## config.mk

```make
export PLATFORM = sky130hd
export DESIGN_NAME = smram_ctl
export DESIGN_NICKNAME = d
export VERILOG_FILES = /design/src/rtl/smram_ctl_pkg.sv /design/src/rtl/smram_addr_dec.sv /design/src/rtl/smram_lock_ctrl.sv /design/src/rtl/smram_field_regs.sv /design/src/rtl/smram_ctl.sv
export SDC_FILE = /design/constraint.sdc
export NUM_CORES = 1
export LEC_CHECK = 0
export BUFFER_PORTS_ARGS = -buffer_cell sky130_fd_sc_hd__buf_2
export CAP_MARGIN = 10
export CORE_AREA = 2 2 39 41
export CTS_CLUSTER_SIZE = 16
export DETAILED_ROUTE_END_ITERATION = 7
export DIE_AREA = 0 0 41 43
export PLACE_DENSITY = 0.58
export SLEW_MARGIN = 40
export SYNTH_ARGS = -nofsm -noshare
export SYNTH_HDL_FRONTEND = slang
export SYNTH_SLANG_ARGS = --single-unit
```

## constraint.sdc

```tcl
create_clock -name clk -period 1.1 [get_ports clk]
set_input_delay 0.22 -clock clk [delete_from_list [all_inputs] [get_ports clk]]
set_output_delay 0.22 -clock clk [all_outputs]
set_load 0.03 [all_outputs]
```

## src/rtl/smram_ctl_pkg.sv

```systemverilog
package smram_ctl_pkg;
  localparam int unsigned DATA_W   = 8;
  localparam int unsigned CTL_W    = 4;
  localparam int unsigned FIXED_W  = DATA_W - CTL_W;
  localparam int unsigned BIT_OPEN = 0;
  localparam int unsigned BIT_CLS  = 1;
  localparam int unsigned BIT_GEN  = 2;
  localparam int unsigned BIT_LOCK = 3;

  typedef struct packed {
    logic lock;
    logic gen;
    logic closed;
    logic open;
  } smram_bits_t;
endpackage

```

## src/rtl/smram_addr_dec.sv

```systemverilog
module smram_addr_dec #(
  parameter int unsigned ADDR_W   = 8,
  parameter logic [ADDR_W-1:0] REG_ADDR = '0
) (
  input  logic [ADDR_W-1:0] addr,
  input  logic              wr,
  input  logic              rd,
  output logic              hit_wr,
  output logic              hit_rd
);
  logic match;
  always_comb begin
    match  = (addr == REG_ADDR);
    hit_wr = wr && match;
    hit_rd = rd && match;
  end
endmodule

```

## src/rtl/smram_lock_ctrl.sv

```systemverilog
module smram_lock_ctrl (
  input  logic clk,
  input  logic rst_n,
  input  logic hit_wr,
  input  logic set_req,
  output logic locked_q,
  output logic locking_now
);
  always_comb locking_now = hit_wr && set_req && !locked_q;

  always_ff @(posedge clk or negedge rst_n) begin
    if (!rst_n)           locked_q <= 1'b0;
    else if (locking_now) locked_q <= 1'b1;
  end
endmodule

```

## src/rtl/smram_field_regs.sv

```systemverilog
module smram_field_regs
  import smram_ctl_pkg::*;
(
  input  logic        clk,
  input  logic        rst_n,
  input  logic        hit_wr,
  input  smram_bits_t wbits,
  input  logic        locked_q,
  output logic        open_q,
  output logic        closed_q,
  output logic        gen_q
);
  logic open_d, gen_d, closed_d;

  always_comb begin
    open_d   = open_q;
    gen_d    = gen_q;
    closed_d = closed_q;
    if (hit_wr) begin
      closed_d = wbits.closed;
      if (!locked_q) begin
        gen_d  = wbits.gen;
        open_d = wbits.open && !wbits.lock;
      end
    end
    if (locked_q) open_d = 1'b0;
  end

  always_ff @(posedge clk or negedge rst_n) begin
    if (!rst_n) begin
      open_q   <= 1'b0;
      closed_q <= 1'b0;
      gen_q    <= 1'b0;
    end else begin
      open_q   <= open_d;
      closed_q <= closed_d;
      gen_q    <= gen_d;
    end
  end
endmodule

```

## src/rtl/smram_ctl.sv

```systemverilog
module smram_ctl
  import smram_ctl_pkg::*;
#(
  parameter int unsigned ADDR_W = 8,
  parameter logic [ADDR_W-1:0] REG_ADDR = 8'h48,
  parameter logic [FIXED_W-1:0] FIXED_HI = 4'h2
) (
  input  logic              clk,
  input  logic              rst_n,
  input  logic [ADDR_W-1:0] cfg_addr,
  input  logic              cfg_wr,
  input  logic [DATA_W-1:0] cfg_wdata,
  input  logic              cfg_rd,
  output logic [DATA_W-1:0] cfg_rdata,
  output logic              smram_open,
  output logic              smram_closed,
  output logic              smram_gen,
  output logic              smram_locked
);
  logic        hit_wr, hit_rd, locking_now;
  smram_bits_t wbits, cur;
  logic        unused_hi;

  always_comb begin
    wbits     = smram_bits_t'(cfg_wdata[CTL_W-1:0]);
    unused_hi = &{1'b0, cfg_wdata[DATA_W-1:CTL_W], locking_now};
  end

  smram_addr_dec #(.ADDR_W(ADDR_W), .REG_ADDR(REG_ADDR)) dec_i (
    .addr(cfg_addr), .wr(cfg_wr), .rd(cfg_rd),
    .hit_wr(hit_wr), .hit_rd(hit_rd)
  );

  smram_lock_ctrl lock_i (
    .clk(clk), .rst_n(rst_n), .hit_wr(hit_wr), .set_req(wbits.lock),
    .locked_q(smram_locked), .locking_now(locking_now)
  );

  smram_field_regs fields_i (
    .clk(clk), .rst_n(rst_n), .hit_wr(hit_wr), .wbits(wbits),
    .locked_q(smram_locked), .open_q(smram_open),
    .closed_q(smram_closed), .gen_q(smram_gen)
  );

  always_comb begin
    cur.lock   = smram_locked;
    cur.gen    = smram_gen;
    cur.closed = smram_closed;
    cur.open   = smram_open;
    cfg_rdata  = hit_rd ? {FIXED_HI, cur} : '0;
  end
endmodule

```

==> impl_results.md <==
- Area Growth Syn to Fin: 108.5%
- Worst Path Buf+Inv: 2
- Final Util: roughly 42%
- Final Skew: around 0.0065 ns
- Share of power burned in registers: about a third
- Total I/O pin count: 32
- Core Region: ~1400 µm²
- Port Buffers: 24
- Crit path largest cell delay: 0.33 ns
- Max-cap check violation count: 0
- EDFF count, synth: 0
- Skew-Pair Late Insertion Delay: about 0.24 ns
- Overall Power: 430.8 µW
- Crit path max-delay family: simple AND/OR/NAND/NOR gates
- Hpwl dp: between 500 and 600 µm
- First DRT Iteration DRCs: 0
- Mapped cell area: approximately 280 µm²
- Vias in the first global route: 286
- Fmax: 0.7628 GHz
- Fillers: 154
- Vias per cell: roughly 3.9
- Global route total overflow: 0
- CP Capture Type: primary output
- Hold Crit Class: in2reg
- Avg Inst Size Synth: 9.342 µm²
- Final setup margin: -0.2110 ns
- Final hold slack: approximately 0.18 ns
- CTS tree: done
- Internal Pwr Total: ~320 µW
- Pins Over Slew Limit: 0
- Worst setup SP type: input port
- Post-route ant nets: 0
- Leakage: 0.0002915 µW
- DR WL/cell: just over 10 µm
- Cell Rows: 14
- TritonCTS buffer count: 3
- Main flop type after synthesis: dfrtp_1
- WL final: around 800 µm
- First-pass GRT wire length: 1.186 mm
- H-tree depth: 1
- Chip width: about 41 µm
- Sink Count: 4
- Worst EP arrival: 1.09 ns
- Setup Viol. Count Final: 8
- Drc violations: 0
- Commonest cells in the netlist: 7 x inv_1, 4 x buf_4, 4 x dfrtp_1, 4 x nor2_1
- Crit path time final: around 1.3 ns
- Cell variety after synth: 15
- Synth Area in Adders: 0%
- GR Layer Usage met1: 11.65%
- Largest family of logic cells by synthesized area: simple AND/OR/NAND/NOR gates
- Critical Path Most Common Cell: buf_6
- Worst vdd ir: between 0.0004 and 0.0005 V
- WP data required: roughly 0.88 ns
- Gr usage total: 10.66%
- Largest net degree at the start of global routing: 6
- Leading area contributor after synthesis: dfrtp_1
- Cell chain of the critical path: buf_6, nor4_4, nand3_4, nor2_4, buf_6
- Crit Path Category: in2out
- Nets@finish: 82
- Gr busiest metal: met2
- Fin cells: 77
- Synth Warn #: 0
- M2 GR Usage: between 10% and 20%
- Initial antenna violation count: 0
- Clock power frac: 46.4%
- Seq/Total Area, Yosys: 35.71%
- CTS Buffer Depth: 2
- Status: complete, but fails checks
- Crit share post-route: 119.2%
- Synthesized flop and latch total: 4
- Via count: approximately 300
- Clock Tree Root: clkbuf_4
- Xor/xnor share of the synthesized area: 0%
- Synth Area in Compound Gates: under 10%
- Clock transition at path regs: roughly 0.040 ns
- Antenna cells: 0
- Total die area: 1763 µm²
- Gate power share: about 19%
- Dpl cells: approximately 70
- Net Sw Frac: between 20% and 30%
- Die Ht: roughly 43 µm
- RSZ-0062 raised after global routing: true
- Largest cells by area after synthesis: dfrtp_1 36%, buf_4 11%, inv_1 9.4%
- Pwr/cell area: roughly 740 nW/µm²
- P_sw: 108.5 µW
- Mapped Cells: 30
- Violated checks: setup timing
- Post-synthesis mux area share: under 10%
- Async set-reset flop share out of synthesis: 100.0%
- Share of cells above drive strength 1: between 70% and 80%
- First-pass iteration count of the detailed router: 1
- GR met3 Demand/Resource: under 10%
- Area share of the largest cell type after synthesis: between 30% and 40%
- Simple-gate share of the synthesized area: about a quarter
- Starting Density: between 20% and 30%
- Crit Path Max Fanout: 5
- Count leader, synth: inv_1
- Final hold vios: 0
- GP Congestion: 0.6827
- Post-route setup TNS: -1.116 ns
- CP max stage cell: nor4_4
## cells by family (layout without fill, tap and decap cells)
logic type / count (synthesis) / after routing
AO/OA/AOI/OAI: 3 / 3
flip-flops: 4 / 4
multiplexers: 2 / 2
other: 1 / 3
buffers and inverters: 11 / 40
AND/OR/NAND/NOR: 9 / 9
## registers in the layout, summed over array words and instances (netlist names)
signal             count
fields_i.closed_q      1
lock_i.locked_q        1
fields_i.open_q        1
fields_i.gen_q         1
## worst register-to-register path, delay by kind of cell, from the launching register on
kind	cells	cell delay, ns
buffers and inverters	1	0.13
flip-flops	1	0.40
multiplexers	1	0.32
AND/OR/NAND/NOR	1	0.12
## metrics by stage
step | setup slack, ns | cell area, µm²
final | -0.2110 | 584.3
after detailed placement | -0.3114 | 464.2
after global routing | -0.2692 | 584.3
after floorplan | -0.1370 | 335.3
after global placement | -0.2823 | 464.2
after CTS | -0.2467 | 573.1
## worst paths after layout
| path | startpoint | to | slack (ns) | depth (start not counted) |
|---|---|---|---|---|
| worst min-delay path | cfg_wdata[3] | fields_i.open_q | 0.18 | 2 |
| max in group asynchronous | rst_n | lock_i.locked_q | 0.65 | 2 |
| worst min register to register | fields_i.closed_q | fields_i.closed_q | 0.54 | 1 |
| worst max register to register | lock_i.locked_q | fields_i.gen_q | 0.01 | 3 |
| worst max-delay path | cfg_addr[0] | cfg_rdata[3] | -0.21 | 5 |
| min in group asynchronous | rst_n | fields_i.open_q | 0.32 | 2 |
## layout make-up
type	instances	area, µm²	share of cell area [%]
well taps	16	20.02	3.426
inverters	7	26.28	4.497
clock buffers	4	26.28	4.497
flip-flops and latches	4	101.3	17.34
repair buffers	29	217.7	37.26
multi-input cells	17	192.7	32.98
## layout by cell type, fill, tap and decap left out, drive strengths merged
cell,count
nand3,2
and4bb,1
buf,28
dfrtp,4
o21ai,1
nand4,1
nor4,1
conb,3
inv,7
mux2,2
a311o,1
dlygate4sd3,1
nor2,4
o41ai,1
clkbuf,4
## power by group through the flow
stage	sequential [µW]	clock (µW)	combinational, µW
6_report	151	200	79.9
5_1_grt	151	225	85.6
4_1_cts	151	210	79.1
3_5_place_dp	153	0	69.7
3_3_place_gp	153	0	69.0
2_1_floorplan	156	0	34.5
## what timing repair did
item	4_1_cts	5_1_grt
setup endpoints to repair	8	9
pin swaps	5	4
endpoints found under the hold margin	4	0
buffers inserted	2	0
hold buffers	1	0
resized for setup	17	2
## routing by layer
layer / share of wire, % / vias up
met4: 1.8 / 0
met3: 5.9 / 2
li1: - / 153
met2: 54 / 14
met5: 0 / -
met1: 38 / 130
Power figures use the tool's default switching activity.
